<file path="src/rtl/clkdiv_pair.sv">
module clkdiv_pair #(
  parameter int CNT_W = 5
) (
  input  logic       clk,
  input  logic       rst_n,
  input  logic [1:0] sel_a,
  input  logic [1:0] sel_b,
  output logic       out_a,
  output logic       oe_a,
  output logic       out_b,
  output logic       oe_b
);
  localparam logic [CNT_W-1:0] LAST = '1;

  logic [CNT_W-1:0] cnt, cnt_nx;
  logic [1:0]       code_a, code_b, code_a_nx, code_b_nx;
  logic             wrap;

  function automatic logic tap(input logic [1:0] c, input logic [CNT_W-1:0] v);
    case (c)
      2'b01:   tap = v[CNT_W-1];
      2'b10:   tap = v[2];
      2'b11:   tap = v[1];
      default: tap = 1'b0;
    endcase
  endfunction

  assign wrap      = (cnt == LAST);
  assign cnt_nx    = cnt + 1'b1;
  assign code_a_nx = wrap ? sel_a : code_a;
  assign code_b_nx = wrap ? sel_b : code_b;

  always_ff @(posedge clk or negedge rst_n) begin
    if (!rst_n) begin
      cnt    <= '0;
      code_a <= 2'b00;
      code_b <= 2'b00;
      out_a  <= 1'b0;
      out_b  <= 1'b0;
      oe_a   <= 1'b0;
      oe_b   <= 1'b0;
    end else begin
      cnt    <= cnt_nx;
      code_a <= code_a_nx;
      code_b <= code_b_nx;
      out_a  <= tap(code_a_nx, cnt_nx);
      out_b  <= tap(code_b_nx, cnt_nx);
      oe_a   <= |code_a_nx;
      oe_b   <= |code_b_nx;
    end
  end
endmodule

</file>
<file path="config.mk">
export PLATFORM = sky130hd
export DESIGN_NAME = clkdiv_pair
export DESIGN_NICKNAME = d
export VERILOG_FILES = /design/src/rtl/clkdiv_pair.sv
export SDC_FILE = /design/constraint.sdc
export NUM_CORES = 1
export LEC_CHECK = 0
export ABC_AREA = 1
export BUFFER_PORTS_ARGS = -buffer_cell sky130_fd_sc_hd__buf_2
export CORE_ASPECT_RATIO = 0.75
export CORE_MARGIN = 2
export CORE_UTILIZATION = 25
export CTS_CLUSTER_SIZE = 12
export DETAILED_ROUTE_END_ITERATION = 12
export PLACE_DENSITY_LB_ADDON = 0.12
export SLEW_MARGIN = 20
export SYNTH_ARGS = -nofsm -noshare
export SYNTH_HDL_FRONTEND = slang
export SYNTH_SLANG_ARGS = --single-unit
</file>
<file path="constraint.sdc">
create_clock -name clk -period 2 [get_ports clk]
set_input_delay 0.2 -clock clk [delete_from_list [all_inputs] [get_ports clk]]
set_output_delay 0.2 -clock clk [all_outputs]
set_load 0.03 [all_outputs]
</file>
==> results of run 1 <==
-- what timing repair did --
action                                 4_1_cts  5_1_grt
hold buffers                                 1        0
endpoints found under the hold margin       13        0
resized for setup                            0        0
-- synthesized netlist by cell type --
master / instances
inv_2: 4
nand3_1: 7
o21ai_1: 2
nor2_1: 1
xor2_1: 1
inv_1: 13
dfrtp_1: 13
nand2_2: 2
nand2_1: 15
ha_1: 2
-- cell families (layout without fill, tap and decap cells) --
group | Yosys count | after routing | share of synthesized area
and+or+nand+nor | 25 | 25 | 0.199
DFF | 13 | 13 | 0.602
buffers and inverters | 17 | 31 | 0.118
xor gates and xnor gates | 1 | 1 | 0.0162
adders and majority gates | 2 | 2 | 0.0463
AOI/OAI and AO/OA | 2 | 2 | 0.0185
-- where the power goes --
group          switching (W)  leakage [nW]   total, W  internal [W]
combinational      0.0000292         0.196  0.0000430     0.0000138
sequential        0.00000210         0.153   0.000274      0.000272
clock              0.0000874        0.0150   0.000165     0.0000774
-- worst register-to-register path: stages, from the launching register on --
cell and delay [ps]:
dfrtp_1 410, ha_1 220, nand2_1 90, nor2_1 50
ha_1 270, o21ai_1 260, inv_1 90, nand3_1 80
nand2_1 50
-- through the flow --
step / utilization / setup WS, ps / hold slack [ps]
2_1_floorplan: - / 572 / -95.6
3_3_place_gp: 0.303 / 398 / 107
3_5_place_dp: 0.303 / 394 / 104
4_1_cts: 0.321 / 373 / 209
5_1_grt: 0.321 / 196 / 211
6_report: 0.321 / 391 / 217
-- final cells by class --
class / instances / share of cell area
Clock buffer: 4 / 0.0403
Inverter: 17 / 0.0979
Sequential cell: 13 / 0.499
Timing Repair Buffer: 10 / 0.0845
Multi-Input combinational cell: 30 / 0.232
Tap cell: 24 / 0.0461
-- flip-flops by register name, indices dropped and copies added (netlist names) --
signal / count
code_a: 2
oe_b: 1
code_b: 2
cnt: 5
out_b: 1
oe_a: 1
out_a: 1
-- final timing paths --
kind	startpoint	end	slack (ps)	cells after the start
setup / recovery	cnt[0]	out_b	390	8
hold / removal	sel_b[1]	code_b[1]	220	3
setup reg to reg	cnt[0]	out_b	390	8
hold reg to reg	cnt[0]	cnt[0]	460	1
max in group asynchronous	rst_n	oe_b	1450	2
min in group asynchronous	rst_n	cnt[0]	330	2
-- routing by layer --
metal  vias to the layer above  GRT usage
met5                         -          0
met4                         0     0.0419
met3                         2     0.0526
met2                        13      0.114
met1                       157      0.132
li1                        205          -
==> results.txt, run 1 <==
DP Area: 616 sq um
# port buffers: 9
Syn Nets: 68
Arr. time, crit path: 1780 ps
largest net degree at the start of global routing: 14
crit path time final: 1610 ps
filler instances: 206
Worst Path Required: 2170 ps
worst-skew pair later-pin latency: 280 ps
vias in the first global route: 357
Slew @ Worst Pin: 290 ps
Initial Utilization: 0.266
Routability Congestion: 0.730
post-DR vias/cell: 3.85
Syn Std Cell Area: 541 sq um
final clock skew: 3.15 ps
Die Area: 2550 sq um
nets@finish: 83
worst path bufs/invs: 1
commonest non-fill, non-tap cell in the layout: nand2_1
fin crit share: 0.804
Max Fclk: 622 MHz
final setup TNS: 0 ps
Tot GR Track Use: 0.0936
sequential fraction of the synthesis area: 0.602
Max Slew Vio Count: 0
clock tree buffer depth: 2
post-route cell area: 652 sq um
DRT iter0 DRCs: 9
CORE AREA: 2030 sq um
multi-input combinational cell area: 151 sq um
Inserted Diodes: 0
Die Span X: 57.7 um
mean routed wirelength per cell: 9.50 um
CP Max Fanout: 7
crit path launch type: register
# rows: 14
crit path kind: register to register
number of remaining DRC errors: 0
Max-Slew Margin vs Limit: 0.807
first-pass GRT wire length: 1.65 mm
final wirelength: 931 um
CP cell instances: ha_1 > nand2_1 > nor2_1 > ha_1 > o21ai_1 > inv_1 > nand3_1 > nand2_1
CP top delay family: adder cells
post-synthesis register bit count: 13
Warnings, synthesis: 0
DR vias: 377
Placed Cells: 93
layout cells sized above 1: 0.243
DIE HEIGHT: 44.3 um
CTS Sinks: 13
Post-CTS Setup Inserts: 0
final setup violation count: 0
met1 WL: 499 um
final antenna-violating net count: 0
H-tree depth: 1
Layout Area Growth over Synthesis: 20.6%
CTS Buf Count: 3
CP max stage delay: 410 ps
GRT Residual Overflow: 0
status: finished, final reports clean
cells after synthesis: 60
Top Metal Used: met4
WL met3: 70 um
final count of hold timing violations: 0
Worst Hold Class: primary input to register
First-pass DRT Iterations: 4
io pins: 10
DP HPWL: 711 um
Pwr per Cell Area: 738 nW/um^2
initial antenna violation count: 0
largest area contributor in the netlist: dfrtp_1
WL met2: 351 um
top-area cell type share of the netlist area: 0.602
Pleak: 0.363 nW
CP Capture Type: register
most frequent cells in the layout: 15 x nand2_1, 13 x inv_1, 13 x dfrtp_1, 9 x buf_2, 7 x nand3_1
overall power: 0.000481 W
CTS tree: done
Clock Pin Slew Worst Setup and Hold Paths: 80 ps
Mapped Avg Cell Area: 9.01 sq um
slowest cell on the critical path: dfrtp_1
storage element area: 325 sq um
Max Cap Violations: 0
Area contributors post-synth: dfrtp_1 60%, nand2_1 10%, inv_1 9.0%
RSZ-0062 raised after global routing: no
post-synth cell types: 10
root buf cell: clkbuf_4
post-route insts no fill: 98
Worst VDD drop: 331 uV
No activity file was read; power rests on OpenSTA's default activity.
==> run 2, diff against run 1 <==
==> constraint.sdc (replaced) <==
create_clock -name clk -period 1.35 [get_ports clk]
set_input_delay 0.135 -clock clk [delete_from_list [all_inputs] [get_ports clk]]
set_output_delay 0.135 -clock clk [all_outputs]
set_load 0.03 [all_outputs]
==> run 2 against run 1 <==
Against the previous run: sequential share of layout area shrank 7.6 points; the flow now finishes with violations (setup timing); highest routed layer unchanged; combinational power rose by 81%; clock-buffer cell count stayed put; die area stayed put; worst hold slack worse by 110 ps; worst setup slack lost 440 ps; largest cell class unchanged; critical path depth grew 2; clock power up 42%; utilization increased by 5.7 points; final area rose by 18%; sequential power is 48% higher.
==> results.txt, run 2 (synthesized netlist as in run 1, its figures left out) <==
status: complete, but fails checks (was finished, final reports clean)
failing checks: setup timing
vias in the first global route: 386 (was 357)
H-tree depth: 1 (unchanged)
Slew @ Worst Pin: 291 ps (was 290 ps)
first-pass GRT wire length: 1.75 mm (was 1.65 mm)
final clock skew: 0.908 ps (was 3.15 ps)
# port buffers: 9 (unchanged)
layout cells sized above 1: 0.463 (was 0.243)
Layout Area Growth over Synthesis: 42.1% (was 20.6%)
CP cell instances: ha_2 > nand2_2 > nor2_4 > ha_4 > inv_2 > nand2_2 > nand2_2 > inv_2 > nand3_1 > nand2_1 (was ha_1 > nand2_1 > nor2_1 > ha_1 > o21ai_1 > inv_1 > nand3_1 > nand2_1)
Tot GR Track Use: 0.0965 (was 0.0936)
Arr. time, crit path: 1570 ps (was 1780 ps)
Max Slew Vio Count: 0 (unchanged)
final wirelength: 1.00 mm (was 931 um)
crit path kind: register to register (unchanged)
CTS Buf Count: 3 (unchanged)
Pwr per Cell Area: 934 nW/um^2 (was 738 nW/um^2)
io pins: 10 (unchanged)
largest net degree at the start of global routing: 14 (unchanged)
final antenna-violating net count: 0 (unchanged)
Worst VDD drop: 573 uV (was 331 uV)
Max Fclk: 714 MHz (was 622 MHz)
Pleak: 0.411 nW (was 0.363 nW)
final setup violation count: 4 (was 0)
CTS Sinks: 13 (unchanged)
Max-Slew Margin vs Limit: 0.806 (was 0.807)
number of flip-flops in the largest register: 5 (unchanged)
Clock Pin Slew Worst Setup and Hold Paths: 80 ps (about the same)
worst hold start: sel_b[1] (unchanged)
Initial Utilization: 0.266 (unchanged)
Largest Register: cnt (unchanged)
Max Cap Violations: 0 (unchanged)
CP max stage delay: 390 ps (was 410 ps)
clock tree buffer depth: 2 (unchanged)
DIE HEIGHT: 44.3 um (unchanged)
initial antenna violation count: 0 (unchanged)
slowest cell on the critical path: dfrtp_1 (unchanged)
DRT iter0 DRCs: 1 (was 9)
nets@finish: 91 (was 83)
CORE AREA: 2030 sq um (unchanged)
fin crit share: 1.04 (was 0.804)
CTS tree: done (unchanged)
final count of hold timing violations: 0 (unchanged)
RSZ-0062 raised after global routing: yes (was no)
Setup WS post-layout: -51.4 ps (was 391 ps)
Inserted Diodes: 0 (unchanged)
FF-to-FF path depth: 10 (was 8)
DP HPWL: 724 um (was 711 um)
worst-skew pair later-pin latency: 270 ps (was 280 ps)
crit path launch type: register (unchanged)
CP Max Fanout: 7 (unchanged)
most frequent cells in the layout: 13 x inv_1, 13 x dfrtp_1, 9 x buf_2, 8 x nand2_2, 8 x nand2_1 (was 15 x nand2_1, 13 x inv_1, 13 x dfrtp_1, 9 x buf_2, 7 x nand3_1)
First-pass DRT Iterations: 4 (unchanged)
FF-to-FF setup slack: -50 ps (was 390 ps)
root buf cell: clkbuf_4 (unchanged)
mean routed wirelength per cell: 9.46 um (was 9.50 um)
worst hold path stage count: 3 (unchanged)
Die Span X: 57.7 um (unchanged)
overall power: 0.000718 W (was 0.000481 W)
GRT Residual Overflow: 0 (unchanged)
Worst Hold Class: primary input to register (unchanged)
post-DR vias/cell: 3.90 (was 3.85)
Crit Reg-Reg Endpoint: out_a (was out_b)
Routability Congestion: 0.692 (was 0.730)
FF-to-FF Start: cnt[0] (unchanged)
CP Capture Type: register (unchanged)
Worst Path Required: 1510 ps (was 2170 ps)
Die Area: 2550 sq um (unchanged)
biggest regs: cnt (5), code_a (2), code_b (2) (unchanged)
final core utilization: 0.378 (was 0.321)
DP Worst Slack: -136 ps (was 394 ps)
Worst path most repeated cell: nand2_2
# rows: 14 (unchanged)
DR vias: 413 (was 377)
crit path time final: 1400 ps (was 1610 ps)
Hold EP: code_b[1] (unchanged)
number of remaining DRC errors: 0 (unchanged)
## run 2: changes by cell type in the layout (fill, tap and decap cells not counted), sizes merged
cell,delta
buf,+8
## run 2: area by class of cell
class | count | area (sq um)
fillers | 218 | 1260
flip-flops and latches | 13 | 325
multi-input cells | 30 | 204
repair buffers | 18 | 119
inverters | 17 | 63.8
well taps | 24 | 30.0
clock buffers | 4 | 26.3
## run 2: where the power goes
group	switching [W]	internal (W)	leakage [nW]	total, W
logic	0.0000488	0.0000289	0.243	0.0000777
registers	0.00000294	0.000402	0.153	0.000405
clock network	0.000121	0.000114	0.0150	0.000235
total	0.000172	0.000545	0.411	0.000718
## run 2: metal layers
layer	global-route usage	routed length, um
met5	0	0
met4	0.0140	10
met3	0.0731	80
met1	0.127	505
met2	0.127	407
## run 2: worst max-delay path by stage
stage | start | endpoint | slack, ps
after floorplan | cnt[0] | out_a | -6
after global placement | cnt[1] | out_b | -130
after detailed placement | cnt[1] | out_b | -140
after CTS | cnt[1] | out_b | -70
after global routing | cnt[0] | out_b | -160
final | cnt[0] | out_a | -50
## run 2: timing repair
action / CTS / global route
pin swaps: 7 / 5
hold buffers: 1 / 0
setup buffers: 3 / 2
cloned: 0 / 0
resized for setup: 9 / 3
endpoints found under the setup margin: 6 / 6
hold endpoints to repair: 13 / 0
## run 2: through the flow
stage          cell area [sq um]  TNS (ps)  cells  hold WS, ps
2_1_floorplan                553     -12.5     60         -161
3_5_place_dp                 651      -268     96         39.0
6_report                     768      -108    106          104
4_1_cts                      742      -256    104          100
3_3_place_gp                 651      -249     96         39.2
5_1_grt                      768      -589    106          105
## run 2: worst max-delay path: cells and delay by family (launching register included)
| kind | cells | cell delay [ps] |
|---|---|---|
| buffers and inverters | 2 | 120 |
| flip-flops | 1 | 390 |
| adder cells (fa/ha/maj) | 2 | 380 |
| AND/OR/NAND/NOR | 6 | 390 |
==> run 3, diff against run 2 <==
--- a/config.mk
+++ b/config.mk
@@ -5,7 +5,6 @@
 export SDC_FILE = /design/constraint.sdc
 export NUM_CORES = 1
 export LEC_CHECK = 0
-export ABC_AREA = 1
 export BUFFER_PORTS_ARGS = -buffer_cell sky130_fd_sc_hd__buf_2
 export CORE_ASPECT_RATIO = 0.75
 export CORE_MARGIN = 2
==> run 3 against run 2 <==
Against the previous run: the run still ends with setup timing left; die area is the same; global-route usage down 0.46 points; sequential share of layout area rose by 0.21 points; clock-buffer cell count is 1 lower; final cell count shrank 22%; non-clock buffer count rose by 1; maximum frequency fell by 11%; total power is 0.57% lower; critical endpoint is now out_b.
==> results.txt, run 3 <==
Max Cap Violations: 0 (unchanged)
CP cell instances: ha_4 > and3_4 > ha_4 > mux2i_4 > mux2i_1 > o21ai_1 (was ha_2 > nand2_2 > nor2_4 > ha_4 > inv_2 > nand2_2 > nand2_2 > inv_2 > nand3_1 > nand2_1)
FF-to-FF setup slack: -220 ps (was -50 ps)
number of remaining DRC errors: 0 (unchanged)
Inserted Diodes: 0 (unchanged)
DR vias: 326 (was 413)
H-tree depth: 1 (unchanged)
number of synthesized flops with an enable pin: 0 (unchanged)
final core utilization: 0.376 (was 0.378)
Syn Nets: 45 (was 68)
Tot GR Track Use: 0.0919 (was 0.0965)
largest net degree at the start of global routing: 14 (unchanged)
fin crit share: 1.17 (was 1.04)
post-DR vias/cell: 3.93 (was 3.90)
crit path time final: 1570 ps (was 1400 ps)
Worst Path Required: 1510 ps (about the same)
initial antenna violation count: 0 (unchanged)
number of flip-flops in the largest register: 5 (unchanged)
Worst path most repeated cell: ha_4 (was nand2_2)
storage element area: 325 sq um (unchanged)
final setup violation count: 8 (was 4)
multi-input combinational cell area: 240 sq um (was 204 sq um)
Syn Std Cell Area: 541 sq um (unchanged)
ys flop type: dfrtp_1 (unchanged)
CTS Buf Count: 3 (unchanged)
Max Slew Vio Count: 0 (unchanged)
Worst Hold Class: primary input to register (unchanged)
final count of hold timing violations: 0 (unchanged)
cells after synthesis: 37 (was 60)
first-pass GRT wire length: 1.63 mm (was 1.75 mm)
final wirelength: 916 um (was 1.00 mm)
Hold EP: code_a[0] (was code_b[1])
biggest regs: cnt (5), code_a (2), code_b (2) (unchanged)
largest area contributor in the netlist: dfrtp_1 (unchanged)
DIE HEIGHT: 44.3 um (unchanged)
root buf cell: clkbuf_4 (unchanged)
CORE AREA: 2030 sq um (unchanged)
Die Span X: 57.7 um (unchanged)
FF-to-FF path depth: 6 (was 10)
Initial Utilization: 0.266 (unchanged)
vias in the first global route: 374 (was 386)
Routability Congestion: 0.658 (was 0.692)
final antenna-violating net count: 0 (unchanged)
WL met2: 475 um (was 407 um)
met1 WL: 372 um (was 505 um)
post-synthesis register bit count: 13 (unchanged)
Arr. time, crit path: 1730 ps (was 1570 ps)
Mapped Avg Cell Area: 14.6 sq um (was 9.01 sq um)
final clock skew: 3.38 ps (was 0.908 ps)
Max-Slew Margin vs Limit: 0.813 (was 0.806)
Pleak: 0.360 nW (was 0.411 nW)
DP HPWL: 707 um (was 724 um)
Area contributors post-synth: dfrtp_1 60%, mux2i_4 8.3%, mux2i_1 7.4% (was dfrtp_1 60%, nand2_1 10%, inv_1 9.0%)
Largest Register: cnt (unchanged)
Clock Pin Slew Worst Setup and Hold Paths: 80 ps (about the same)
layout cells sized above 1: 0.508 (was 0.463)
mean routed wirelength per cell: 11.0 um (was 9.46 um)
post-route insts no fill: 83 (was 106)
nets@finish: 68 (was 91)
Layout Area Growth over Synthesis: 41.4% (was 42.1%)
RSZ-0062 raised after global routing: yes (unchanged)
# port buffers: 9 (unchanged)
Setup WS post-layout: -223 ps (was -51.4 ps)
CP max stage delay: 400 ps (was 390 ps)
failing checks: setup timing (unchanged)
status: complete, but fails checks (unchanged)
CP Max Fanout: 4 (was 7)
First-pass DRT Iterations: 2 (was 4)
Die Area: 2550 sq um (unchanged)
filler instances: 205 (was 218)
top-area cell type share of the netlist area: 0.602 (unchanged)
most common cell in the netlist: dfrtp_1 (was nand2_1)
crit path kind: register to register (unchanged)
FF-to-FF Start: cnt[1] (was cnt[0])
commonest non-fill, non-tap cell in the layout: dfrtp_1
Slew @ Worst Pin: 281 ps (was 291 ps)
worst hold path stage count: 3 (unchanged)
slowest cell on the critical path: dfrtp_1 (unchanged)
CTS Sinks: 13 (unchanged)
Crit Reg-Reg Endpoint: out_b (was out_a)
clock tree buffer depth: 2 (unchanged)
Worst VDD drop: 370 uV (was 573 uV)
Max Fclk: 636 MHz (was 714 MHz)
# rows: 14 (unchanged)
WL met3: 48 um (was 80 um)
io pins: 10 (unchanged)
CP Capture Type: register (unchanged)
Warnings, synthesis: 0 (unchanged)
final hold slack: 122 ps (was 104 ps)
worst hold start: sel_a[0] (was sel_b[1])
post-synth cell types: 12 (was 10)
GRT Residual Overflow: 0 (unchanged)
ys async rst share: 1.00 (unchanged)
crit path launch type: register (unchanged)
Placed Cells: 74 (was 96)
worst-skew pair later-pin latency: 270 ps (about the same)
CTS tree: done (unchanged)
sequential fraction of the synthesis area: 0.602 (unchanged)
Pwr per Cell Area: 934 nW/um^2 (about the same)
most frequent cells in the layout: 13 x dfrtp_1, 9 x buf_2, 9 x buf_4, 5 x inv_1, 4 x mux2i_4 (was 13 x inv_1, 13 x dfrtp_1, 9 x buf_2, 8 x nand2_2, 8 x nand2_1)
DRT iter0 DRCs: 1 (unchanged)
Top Metal Used: met4 (unchanged)
synth cell count leaders: 13 x dfrtp_1, 5 x inv_1, 4 x mux2i_1, 3 x nand3_1 (was 15 x nand2_1, 13 x dfrtp_1, 13 x inv_1, 7 x nand3_1, 4 x inv_2)
[run 3: cell count changes after synthesis, sizes merged]
cell / previous run / this run
nor2: 1 / 0
and3: 0 / 1
mux2i: 0 / 6
inv: 17 / 5
nand3: 7 / 3
nand2: 17 / 2
buf: 0 / 1
xnor2: 0 / 1
[run 3: worst max-delay path by stage]
stage | start | endpoint | slack [ps] | cells past startpoint
floorplan | cnt[0] | out_b | -240 | 7
global placement | cnt[1] | out_a | -220 | 6
detailed placement | cnt[1] | out_a | -250 | 6
CTS | cnt[1] | out_a | -240 | 6
global route | cnt[1] | out_b | -330 | 6
finish | cnt[1] | out_b | -220 | 6
[run 3: repair_timing]
action,CTS,global route
setup buffers,3,1
pin swaps,0,0
endpoints found under the setup margin,8,8
hold endpoints to repair,13,0
hold buffers,1,0
resized for setup,4,0
[run 3: stage by stage]
step	cell area, sq um	TNS (ps)	power [W]	worst slack (ps)
4_1_cts	757	-1120	0.000729	-238
2_1_floorplan	571	-926	0.000444	-235
5_1_grt	764	-1780	0.000754	-327
3_3_place_gp	672	-825	0.000470	-220
6_report	764	-1060	0.000714	-223
3_5_place_dp	672	-1010	0.000473	-250
[run 3: layer usage]
| layer | GRT usage | vias to the layer above |
|---|---|---|
| li1 | - | 163 |
| met3 | 0.0205 | 2 |
| met4 | 0.0837 | 0 |
| met1 | 0.107 | 154 |
| met2 | 0.143 | 7 |
| met5 | 0 | - |
[run 3: logic make-up (layout without fill, tap and decap cells)]
logic type,Yosys count,after routing,synth area share
and+or+nand+nor,6,6,0.0532
xor gates and xnor gates,2,2,0.0671
AOI/OAI and AO/OA,2,2,0.0185
buffers and inverters,6,28,0.0556
muxes,6,6,0.157
adders and majority gates,2,2,0.0463
DFF,13,13,0.602
[run 3: report_power, final]
group          internal [W]  total (W)  switching, W
combinational     0.0000297  0.0000684     0.0000387
sequential         0.000401   0.000407    0.00000615
clock              0.000110   0.000238      0.000128
[run 3: final cells by class]
type,instances,area share
clock buffers,3,0.0295
clock inverters,1,0.00655
inverters,5,0.0245
multi-input cells,18,0.314
flip-flops and latches,13,0.426
well taps,24,0.0393
repair buffers,19,0.160
[run 3: worst max-delay path: cells and delay by family (launching register included)]
family,cells,cell delay (ps)
simple gates,1,180
fa+ha+maj,2,330
mux,2,480
flops,1,400
compound gates,1,80
